File: config.mk
export PLATFORM = sky130hd
export DESIGN_NAME = link_retrain_seq
export DESIGN_NICKNAME = d
export VERILOG_FILES = /design/src/rtl/lrs_pkg.sv /design/src/rtl/lrs_regfile.sv /design/src/rtl/lrs_partner_stub.sv /design/src/rtl/lrs_seq_fsm.sv /design/src/rtl/link_retrain_seq.sv
export SDC_FILE = /design/constraint.sdc
export NUM_CORES = 1
export LEC_CHECK = 0
export BUFFER_PORTS_ARGS = -buffer_cell sky130_fd_sc_hd__buf_2
export CAP_MARGIN = 10
export CORE_ASPECT_RATIO = 2
export CORE_MARGIN = 3
export CORE_UTILIZATION = 40
export CTS_BUF_LIST = sky130_fd_sc_hd__clkbuf_8 sky130_fd_sc_hd__clkbuf_16
export DETAILED_ROUTE_END_ITERATION = 16
export GPL_TIMING_DRIVEN = 0
export HOLD_SLACK_MARGIN = 0.02
export MAX_ROUTING_LAYER = met4
export SKIP_LAST_GASP = 1
export SLEW_MARGIN = 20
export SYNTH_ARGS = -nofsm -noshare
export SYNTH_HDL_FRONTEND = slang
export SYNTH_SLANG_ARGS = --single-unit
File: constraint.sdc
create_clock -name clk -period 2.1 [get_ports clk]
set_input_delay 0.21 -clock clk [delete_from_list [all_inputs] [get_ports clk]]
set_output_delay 0.21 -clock clk [all_outputs]
set_load 0.005 [all_outputs]
File: src/rtl/lrs_pkg.sv
package lrs_pkg;

    localparam int CTRL_W      = 16;
    localparam int STAT_W      = 16;
    localparam int RETRAIN_POS = 5;
    localparam int TRAIN_POS   = 11;
    localparam int SPD_LSB     = 0;
    localparam int SPD_W       = 4;
    localparam int WID_LSB     = 4;
    localparam int WID_W       = 5;
    localparam int TGT_W       = 3;
    localparam int FTS_W       = 8;

    localparam logic [TGT_W-1:0] TGT_GEN1 = 3'd1;
    localparam logic [TGT_W-1:0] TGT_GEN2 = 3'd2;
    localparam logic [3:0]       CAP_GEN2 = 4'd2;
    localparam logic [FTS_W-1:0] FTS_RST  = 8'h00;
    localparam logic [FTS_W-1:0] FTS_GEN2 = 8'h3A;

    typedef enum logic [2:0] {
        ST_IDLE,
        ST_CFG,
        ST_KICK,
        ST_HOLD,
        ST_WAIT,
        ST_DONE
    } seq_state_e;

    typedef struct packed {
        logic             train;
        logic [WID_W-1:0] width;
        logic [SPD_W-1:0] speed;
    } link_stat_t;

    function automatic logic [STAT_W-1:0] pack_stat(input link_stat_t s);
        logic [STAT_W-1:0] w;
        w = '0;
        w[TRAIN_POS]                 = s.train;
        w[WID_LSB +: WID_W]          = s.width;
        w[SPD_LSB +: SPD_W]          = s.speed;
        return w;
    endfunction

    function automatic link_stat_t unpack_stat(input logic [STAT_W-1:0] w);
        link_stat_t s;
        s.train = w[TRAIN_POS];
        s.width = w[WID_LSB +: WID_W];
        s.speed = w[SPD_LSB +: SPD_W];
        return s;
    endfunction

    function automatic logic retrain_bit(input logic [CTRL_W-1:0] w);
        return w[RETRAIN_POS];
    endfunction

endpackage

File: src/rtl/lrs_regfile.sv
module lrs_regfile
    import lrs_pkg::*;
(
    input  logic              clk,
    input  logic              rst,
    input  logic              retrain_req,
    input  logic              gen2_we,
    output logic [CTRL_W-1:0] ctrl_word,
    output logic [TGT_W-1:0]  target_speed,
    output logic [FTS_W-1:0]  fts_count
);
    logic             rtr_q;
    logic [TGT_W-1:0] tgt_q;
    logic [FTS_W-1:0] fts_q;

    // retrain bit lives only for the cycle after the request
    always_ff @(posedge clk) begin
        if (rst) begin
            rtr_q <= 1'b0;
            tgt_q <= TGT_GEN1;
            fts_q <= FTS_RST;
        end else begin
            rtr_q <= retrain_req;
            if (gen2_we) begin
                tgt_q <= TGT_GEN2;
                fts_q <= FTS_GEN2;
            end
        end
    end

    always_comb begin
        ctrl_word              = '0;
        ctrl_word[RETRAIN_POS] = rtr_q;
    end

    assign target_speed = tgt_q;
    assign fts_count    = fts_q;
endmodule

File: src/rtl/lrs_partner_stub.sv
module lrs_partner_stub
    import lrs_pkg::*;
#(
    parameter int DLY_W = 8
) (
    input  logic              clk,
    input  logic              rst,
    input  logic [CTRL_W-1:0] ctrl_word,
    input  logic [TGT_W-1:0]  target_speed,
    input  logic [DLY_W-1:0]  delay,
    input  logic [WID_W-1:0]  lane_width,
    output logic [STAT_W-1:0] status_word
);
    link_stat_t       st_q;
    logic [DLY_W-1:0] cnt_q;

    always_ff @(posedge clk) begin
        if (rst) begin
            st_q.train <= 1'b0;
            st_q.width <= '0;
            st_q.speed <= SPD_W'(TGT_GEN1);
            cnt_q      <= '0;
        end else if (retrain_bit(ctrl_word)) begin
            st_q.train <= 1'b1;
            cnt_q      <= delay;
        end else if (st_q.train) begin
            if (cnt_q == '0) begin
                st_q.train <= 1'b0;
                st_q.width <= lane_width;
                st_q.speed <= SPD_W'(target_speed);
            end else begin
                cnt_q <= cnt_q - 1'b1;
            end
        end
    end

    assign status_word = pack_stat(st_q);
endmodule

File: src/rtl/lrs_seq_fsm.sv
module lrs_seq_fsm
    import lrs_pkg::*;
#(
    parameter int TIMEOUT = 1024,
    parameter int PASSES  = 2
) (
    input  logic              clk,
    input  logic              rst,
    input  logic              start,
    input  logic [3:0]        peer_cap,
    input  logic [STAT_W-1:0] status_word,
    output logic              retrain_req,
    output logic              gen2_we,
    output logic              busy,
    output logic              done,
    output logic              error,
    output logic [SPD_W-1:0]  final_speed,
    output logic [WID_W-1:0]  final_width
);
    localparam int TW = $clog2(TIMEOUT + 1);
    localparam int PW = (PASSES > 1) ? $clog2(PASSES) : 1;

    seq_state_e       state_q;
    logic [TW-1:0]    wcnt_q;
    logic [PW-1:0]    pass_q;
    logic             err_q;
    logic [SPD_W-1:0] spd_q;
    logic [WID_W-1:0] wid_q;
    link_stat_t       stat;

    assign stat = unpack_stat(status_word);

    always_ff @(posedge clk) begin
        if (rst) begin
            state_q <= ST_IDLE;
            wcnt_q  <= '0;
            pass_q  <= '0;
            err_q   <= 1'b0;
            spd_q   <= '0;
            wid_q   <= '0;
        end else begin
            case (state_q)
                ST_IDLE: if (start) begin
                    state_q <= ST_CFG;
                    pass_q  <= '0;
                    err_q   <= 1'b0;
                    spd_q   <= '0;
                    wid_q   <= '0;
                end
                ST_CFG:  state_q <= ST_KICK;
                ST_KICK: state_q <= ST_HOLD;
                ST_HOLD: begin
                    state_q <= ST_WAIT;
                    wcnt_q  <= '0;
                end
                ST_WAIT: begin
                    if (!stat.train) begin
                        if (pass_q == PW'(PASSES - 1)) begin
                            spd_q   <= stat.speed;
                            wid_q   <= stat.width;
                            state_q <= ST_DONE;
                        end else begin
                            pass_q  <= pass_q + 1'b1;
                            state_q <= ST_KICK;
                        end
                    end else if (wcnt_q == TW'(TIMEOUT - 1)) begin
                        err_q   <= 1'b1;
                        state_q <= ST_DONE;
                    end else begin
                        wcnt_q <= wcnt_q + 1'b1;
                    end
                end
                ST_DONE: state_q <= ST_IDLE;
                default: state_q <= ST_IDLE;
            endcase
        end
    end

    assign retrain_req = (state_q == ST_KICK);
    assign gen2_we     = (state_q == ST_CFG) && (peer_cap == CAP_GEN2);
    assign busy        = (state_q != ST_IDLE);
    assign done        = (state_q == ST_DONE);
    assign error       = err_q;
    assign final_speed = spd_q;
    assign final_width = wid_q;
endmodule

File: src/rtl/link_retrain_seq.sv
module link_retrain_seq
    import lrs_pkg::*;
#(
    parameter int DLY_W   = 8,
    parameter int TIMEOUT = 1024,
    parameter int PASSES  = 2
) (
    input  logic             clk,
    input  logic             rst,
    input  logic             start,
    input  logic [3:0]       peer_cap,
    input  logic [DLY_W-1:0] partner_delay,
    input  logic [4:0]       partner_width,
    output logic             busy,
    output logic             done,
    output logic             error,
    output logic [3:0]       final_speed,
    output logic [4:0]       final_width,
    output logic [2:0]       target_speed,
    output logic [7:0]       fts_count
);
    logic              retrain_req;
    logic              gen2_we;
    logic [CTRL_W-1:0] ctrl_word;
    logic [STAT_W-1:0] status_word;

    lrs_seq_fsm #(.TIMEOUT(TIMEOUT), .PASSES(PASSES)) u_fsm (
        .clk(clk), .rst(rst), .start(start), .peer_cap(peer_cap),
        .status_word(status_word), .retrain_req(retrain_req),
        .gen2_we(gen2_we), .busy(busy), .done(done), .error(error),
        .final_speed(final_speed), .final_width(final_width)
    );

    lrs_regfile u_regs (
        .clk(clk), .rst(rst), .retrain_req(retrain_req), .gen2_we(gen2_we),
        .ctrl_word(ctrl_word), .target_speed(target_speed),
        .fts_count(fts_count)
    );

    lrs_partner_stub #(.DLY_W(DLY_W)) u_peer (
        .clk(clk), .rst(rst), .ctrl_word(ctrl_word),
        .target_speed(target_speed), .delay(partner_delay),
        .lane_width(partner_width), .status_word(status_word)
    );
endmodule

==> results of run 1 <==
## report_power, final
part | switching [mW] | total [mW] | internal [mW]
Combinational | 0.136 | 0.244 | 0.108
Sequential | 0.0286 | 0.849 | 0.820
Clock | 0.287 | 0.637 | 0.350
Total | 0.451 | 1.73 | 1.28
## worst max-delay path by stage
stage,endpoint,cells past startpoint,start
final,u_peer.cnt_q[0]$_SDFFE_PP0P_,6,u_peer.cnt_q[0]$_SDFFE_PP0P_
after floorplan,u_peer.status_word[0]$_SDFFE_PP1P_,5,u_peer.cnt_q[0]$_SDFFE_PP0P_
after global placement,u_peer.cnt_q[0]$_SDFFE_PP0P_,6,u_peer.cnt_q[0]$_SDFFE_PP0P_
after detailed placement,u_peer.status_word[0]$_SDFFE_PP1P_,5,u_peer.cnt_q[0]$_SDFFE_PP0P_
after CTS,u_peer.cnt_q[0]$_SDFFE_PP0P_,6,u_peer.cnt_q[0]$_SDFFE_PP0P_
after global routing,u_peer.cnt_q[0]$_SDFFE_PP0P_,6,u_peer.cnt_q[0]$_SDFFE_PP0P_
## metal layers
layer,up-vias,wire (um)
met1,896,1920
met2,40,2900
met3,6,165
met5,-,0
met4,0,63
li1,964,-
## cell usage after synthesis, drive strengths merged, types with 2 or more instances
master / n / area share, %
nand2: 20 / 3.7
nand2b: 6 / 1.7
a311oi: 3 / 1.5
a31oi: 2 / 0.58
mux2i: 9 / 4.2
nor2b: 2 / 0.58
buf: 18 / 5.9
or4: 4 / 1.4
o21ai: 11 / 2.6
a21o: 2 / 0.70
nor3b: 4 / 1.9
clkbuf: 6 / 1.0
or3: 2 / 0.58
nor2: 24 / 4.2
o21a: 3 / 1.0
nand4: 5 / 2.4
dfxtp: 42 / 39
and3b: 2 / 0.81
nand3: 15 / 3.5
or3b: 2 / 0.93
ha: 3 / 1.7
xnor2: 4 / 1.6
nor3: 7 / 1.6
nor4: 2 / 1.3
a211oi: 10 / 3.5
a22oi: 3 / 1.0
or2: 2 / 0.58
inv: 7 / 1.2
a21oi: 17 / 4.0
## registers in the layout, summed over array words and instances, names as in the netlist
| signal | flops |
|---|---|
| u_fsm.final_width | 5 |
| u_peer.cnt_q | 8 |
| u_fsm.state_q | 3 |
| u_regs.fts_count | 1 |
| u_fsm.final_speed | 2 |
| u_peer.status_word | 8 |
| u_fsm.error | 1 |
| u_fsm.wcnt_q | 11 |
| u_regs.rtr_q | 1 |
| u_regs.target_speed | 1 |
| u_fsm.pass_q | 1 |
## per-stage QoR
| stage | instances | cell area [um2] | total power [mW] | setup slack (ps) | hold WS [ps] |
|---|---|---|---|---|---|
| floorplan | 255 | 2170 | 1.04 | 515 | 354 |
| global placement | 348 | 2420 | 1.11 | 251 | 436 |
| detailed placement | 348 | 2420 | 1.11 | 257 | 440 |
| CTS | 356 | 2530 | 1.75 | 218 | 139 |
| global route | 356 | 2530 | 1.80 | 28.7 | 166 |
| finish | 356 | 2530 | 1.73 | 215 | 146 |
## cell type report
cell class	count	area (um2)
fillers	553	2650
multi-input cells	182	1160
flip-flops and latches	42	841
repair buffers	35	175
plain buffers	24	150
well taps	58	72.6
clock buffers	5	68.8
clock inverters	3	41.3
inverters	7	26.3
## worst min-delay path, stage by stage
cell     delay, ps
buf_2           70
mux2i_1         50
nor2_1          70
## kinds of logic (layout without fill, tap and decap cells)
logic type	count (synthesis)	in the layout	synth area share, %
buffers and inverters	31	74	8.20
xor gates and xnor gates	5	5	2.03
adders and majority gates	3	3	1.74
DFF	42	42	39.1
other	1	7	0.174
muxes	9	9	4.19
AOI/OAI and AO/OA	57	57	17.8
and+or+nand+nor	101	101	26.8
==> qor.log, run 1 <==
INFO  run_status     outcome=finished clean
INFO  synthesis      number_of_distinct_library_cell_variants_in_the_gate_level_netlist_after_synthesis=53
INFO  routing        route.detailed.wl_per_inst=14.2um
INFO  global_route   gr-usage-met2=33.2%
INFO  sta            final-max-slew-violation-count=0
INFO  routing        vias=1906
INFO  synthesis      netlist_instances=249
INFO  cells_and_area layout.cells.most_common=dfxtp_1
INFO  global_route   globalRouteTotalUtil=17.3%
INFO  critical_path  worst-path-max-fanout=8
INFO  synthesis      synth_flop_cell=dfxtp_1
INFO  pwr            pwr_density_cell=683nW/um2
INFO  floorplanning  area_of_the_die=6350um2
INFO  critical_path  reg2reg_setup_slack=210ps
INFO  cts            clkTransAtPathRegs=80ps
INFO  placed_design  number_of_port_buffers=35
INFO  floorplanning  die_w=57.9um
INFO  critical_path  crit_path_start_kind=flip-flop
INFO  cells_and_area antenna_cells=0
INFO  cts            ctsLongestPathBuffers=2
INFO  synthesis      synth_enable_flop_cells=0
INFO  global_route   antenna_violations_before_repair=0
INFO  global_route   busiest_layer_in_global_routing=met2
INFO  synthesis      post_synth.cell_area_avg=8.64um2
INFO  routing        drt_drc_violations_left=0
INFO  critical_path  setup.worst_path.end_class=flip-flop
INFO  critical_path  cp_required=2310ps
INFO  hold_path      hold_path.class=input port to flip-flop
INFO  global_route   grt_max_degree=14
INFO  routing        viasPerCell=5.35
INFO  critical_path  path_class=flip-flop to flip-flop
INFO  sta            timing.fmax=530MHz
INFO  critical_path  cp_cell_sequence=inv_1 -> ha_1 -> nor3b_2 -> a21oi_1 -> xnor2_1 -> a211oi_1
INFO  critical_path  worstReg2RegStart=u_peer.cnt_q[0]$_SDFFE_PP0P_
INFO  critical_path  cp_slowest_stage_delay=500ps
INFO  synthesis      seq_area_frac_synth=39.1%
INFO  pwr            vdd_ir_drop_max=536uV
INFO  cells_and_area final_net_count=320
INFO  floorplanning  floorplan.rows=37
INFO  hold_path      min_delay_path_depth=3
INFO  cts            clk_root_buffer_cell=clkbuf_8
INFO  global_route   grt_pass1_wl=8.32mm
INFO  sta            finClkSkew=6.18ps
INFO  critical_path  timing.reg2reg.worst_path_depth=6
INFO  sta            timing.slew.headroom=61.0%
INFO  sta            final_hold_viol_count=0
INFO  critical_path  rr_endpoint=u_peer.cnt_q[0]$_SDFFE_PP0P_
INFO  pwr            power_leakage=1.04nW
INFO  cells_and_area fin_util=48.8%
INFO  cts            clk-insertion-delay-late=290ps
INFO  cts            cts_buffers=5
INFO  global_route   groute.layer.met1.usage=16.7%
INFO  critical_path  cpMaxStageDelayCell=nor3b_2
INFO  hold_path      hold-path-endpoint=u_peer.status_word[4]$_SDFFE_PP0P_
INFO  cts            cts.repair_timing.setup_buffer_count=0
INFO  routing        drt_wl_total=5.06mm
INFO  global_route   grt_use_met3=2.82%
INFO  synthesis      yosys_register_bits=42
INFO  placed_design  dp_wirelength=3.83mm
INFO  cells_and_area layout-drive-gt1-share=23.5%
INFO  critical_path  critical_path.top_delay_family=simple AND/OR/NAND/NOR gates
INFO  cts            clock_tree.htree_level_count=2
INFO  placed_design  finalWeightedCongestion=0.864
INFO  floorplanning  ioPinCount=43
INFO  critical_path  crit_buf_inv=1
INFO  global_route   first_global_vias=1854
INFO  sta            setup_viol=0
INFO  hold_path      hold_start=partner_width[0]
INFO  sta            finalCriticalPeriod=1890ps
INFO  sta            tightestPinTransition=583ps
INFO  critical_path  timing.critical_path.arrival=2100ps
INFO  floorplanning  core_region_area=5180um2
INFO  cells_and_area most_frequent_cells_in_the_layout=dfxtp_1, buf_2, nor2_1, nand2_1, a21oi_1
INFO  routing        detailedRoute.firstPassIterationCount=4
INFO  cells_and_area syn2layout_area_growth=17.7%
INFO  cts            cts_tree=done
INFO  routing        drt.antenna.violating_nets=0
INFO  cts            numClockSinks=42
INFO  sta            rsz0062_at_grt=no
INFO  synthesis      syn-cell-area=2150um2
INFO  flow_run       timing.max_cap.violations=0
INFO  cts            cts_hold_buffers=0
INFO  sta            min_period_over_period=89.8%
INFO  synthesis      asyncSetResetFlopFracSynth=0%
INFO  sta            fin_setup_tns=0ps
INFO  floorplanning  dieHeight=110um
INFO  floorplanning  start_util=41.5%
INFO  cts            post_cts.resized_instances=0
INFO  routing        drt-initial-drc-count=39
INFO  synthesis      synth-warning-count=0
INFO  global_route   overflow=0
(Power assumes the default switching activity.)
==> inputs of run 2 (changes only) <==
--- a/config.mk
+++ b/config.mk
@@ -9,12 +9,13 @@
 export CAP_MARGIN = 10
 export CORE_ASPECT_RATIO = 2
 export CORE_MARGIN = 3
-export CORE_UTILIZATION = 40
+export CORE_UTILIZATION = 54
 export CTS_BUF_LIST = sky130_fd_sc_hd__clkbuf_8 sky130_fd_sc_hd__clkbuf_16
 export DETAILED_ROUTE_END_ITERATION = 16
 export GPL_TIMING_DRIVEN = 0
 export HOLD_SLACK_MARGIN = 0.02
 export MAX_ROUTING_LAYER = met4
+export PLACE_DENSITY = 0.79
 export SKIP_LAST_GASP = 1
 export SLEW_MARGIN = 20
 export SYNTH_ARGS = -nofsm -noshare
==> run 2 against run 1 <==
Net effect:
- worst setup slack improved by 2.9 ps
- clock power barely moved
- wire length shrank 0.85%
- first-iteration DRC count grew 26%
- combinational power barely moved
- total power barely moved
- critical path type unchanged
- critical endpoint unchanged
- largest power group unchanged
==> qor.log, run 2 (synthesis results as in run 1) <==
INFO  cts            numClockSinks=42
INFO  cells_and_area filler_cell_count=355
INFO  cells_and_area antenna_cells=0
INFO  critical_path  critical_path.top_delay_family=simple AND/OR/NAND/NOR gates
INFO  routing        detailedRoute.firstPassIterationCount=4
INFO  routing        drt-initial-drc-count=49
INFO  cells_and_area syn2layout_area_growth=17.2%
INFO  critical_path  worst-path-max-fanout=8
INFO  flow_run       timing.max_cap.violations=0
INFO  critical_path  setup.worst_path.end_class=flip-flop
INFO  sta            setup_viol=0
INFO  critical_path  cp_slowest_stage_delay=510ps
INFO  floorplanning  floorplan.rows=31
INFO  critical_path  cp_required=2310ps
INFO  cts            ctsLongestPathBuffers=2
INFO  run_status     outcome=finished clean
INFO  critical_path  cp_cell_sequence=inv_1 -> ha_1 -> nor3b_2 -> a21oi_1 -> xnor2_1 -> a211oi_1
INFO  cells_and_area most_frequent_cells_in_the_layout=dfxtp_1, buf_2, nor2_1, nand2_1, a21oi_1
INFO  placed_design  number_of_port_buffers=35
INFO  cells_and_area layout.cells.most_common=dfxtp_1
INFO  floorplanning  start_util=57.8%
INFO  global_route   groute.layer.met1.usage=20.6%
INFO  floorplanning  area_of_the_die=4820um2
INFO  global_route   globalRouteTotalUtil=22.8%
INFO  cts            clock_tree.htree_level_count=2
INFO  cts            post_cts.resized_instances=0
INFO  pwr            power_leakage=1.04nW
INFO  cts            cts_buffers=5
INFO  sta            timing.slew.headroom=60.4%
INFO  pwr            pwr_density_cell=686nW/um2
INFO  cts            clkTransAtPathRegs=80ps
INFO  sta            final_hold_viol_count=0
INFO  cells_and_area fin_util=67.7%
INFO  floorplanning  die_w=50.6um
INFO  placed_design  dp_wirelength=3.75mm
INFO  cells_and_area layout-drive-gt1-share=23.5%
INFO  routing        vias=1918
INFO  critical_path  crit_path_start_kind=flip-flop
INFO  sta            fin_setup_tns=0ps
INFO  hold_path      hold_path.class=input port to flip-flop
INFO  sta            min_period_over_period=89.6%
INFO  pwr            vdd_ir_drop_max=692uV
INFO  sta            timing.fmax=531MHz
INFO  cells_and_area largest_reg_flops=11
INFO  sta            final-max-slew-violation-count=0
INFO  critical_path  path_class=flip-flop to flip-flop
INFO  cts            clk_root_buffer_cell=clkbuf_8
INFO  floorplanning  core_region_area=3720um2
INFO  global_route   antenna_violations_before_repair=0
INFO  cells_and_area max_flop_register=u_fsm.wcnt_q
INFO  global_route   first_global_vias=1849
INFO  sta            rsz0062_at_grt=no
INFO  global_route   grt_pass1_wl=8.15mm
INFO  placed_design  finalWeightedCongestion=0.836
INFO  routing        viasPerCell=5.53
INFO  floorplanning  ioPinCount=43
INFO  global_route   overflow=0
INFO  sta            finClkSkew=6.92ps
INFO  sta            tightestPinTransition=592ps
INFO  global_route   gr-usage-met2=44.1%
INFO  critical_path  timing.critical_path.arrival=2090ps
INFO  critical_path  crit_buf_inv=1
INFO  cells_and_area final_net_count=320
INFO  cts            clk-insertion-delay-late=300ps
INFO  routing        drt_drc_violations_left=0
INFO  routing        drt.antenna.violating_nets=0
INFO  global_route   grt_use_met3=3.76%
INFO  floorplanning  dieHeight=95.3um
INFO  routing        drt_wl_total=5.01mm
INFO  critical_path  reg2reg_setup_slack=220ps
INFO  cts            cts_tree=done
INFO  critical_path  cpMaxStageDelayCell=nor3b_2
INFO  sta            finalCriticalPeriod=1880ps
INFO  routing        route.detailed.wl_per_inst=14.4um
INFO  cts            cts.repair_timing.setup_buffer_count=0
INFO  global_route   busiest_layer_in_global_routing=met2
INFO  cts            cts_hold_buffers=0
INFO  global_route   grt_max_degree=14
## run 2: cell counts in the layout (fill, tap and decap cells not counted)
Identical to the previous run, type by type.
## run 2: stage by stage
step | hold WS (ps) | setup WS (ps) | instance area (um2) | std cells | total power, mW
after global placement | 436 | 299 | 2410 | 339 | 1.10
after floorplan | 354 | 515 | 2170 | 255 | 1.04
final | 139 | 218 | 2520 | 347 | 1.73
after CTS | 135 | 219 | 2520 | 347 | 1.74
after detailed placement | 439 | 269 | 2410 | 339 | 1.11
after global routing | 153 | 41.9 | 2520 | 347 | 1.81
## run 2: final cells by class
class	count	area (um2)	area share (%)
Timing Repair Buffer	35	175	6.95
Sequential cell	42	841	33.3
Clock inverter	3	41.3	1.64
Buffer	24	150	5.96
Multi-Input combinational cell	182	1160	45.9
Tap cell	49	61.3	2.43
Clock buffer	5	68.8	2.73
Inverter	7	26.3	1.04
## run 2: final timing paths
kind	start	end	depth (start not counted)
max	u_peer.cnt_q[0]$_SDFFE_PP0P_	u_peer.cnt_q[0]$_SDFFE_PP0P_	6
min	partner_width[3]	u_peer.status_word[7]$_SDFFE_PP0P_	3
max reg2reg	u_peer.cnt_q[0]$_SDFFE_PP0P_	u_peer.cnt_q[0]$_SDFFE_PP0P_	6
min reg2reg	u_fsm.final_width[4]$_SDFFE_PP0P_	u_fsm.final_width[4]$_SDFFE_PP0P_	2
## run 2: power breakdown
group | internal [mW] | switching [mW] | leakage, nW
registers | 0.820 | 0.0285 | 0.340
logic | 0.108 | 0.136 | 0.642
clock network | 0.350 | 0.286 | 0.0556
total | 1.28 | 0.450 | 1.04
## run 2: worst min-delay path, cell delays in order
cell and delay, ps:
buf_2 80, mux2i_1 50, nor2_1 70
## run 2: per-layer routing
metal  part of all wire, %  routed length (um)
met5                     0                   0
met4                   2.1                 106
met3                   3.0                 150
met2                    58                2920
met1                    37                1830
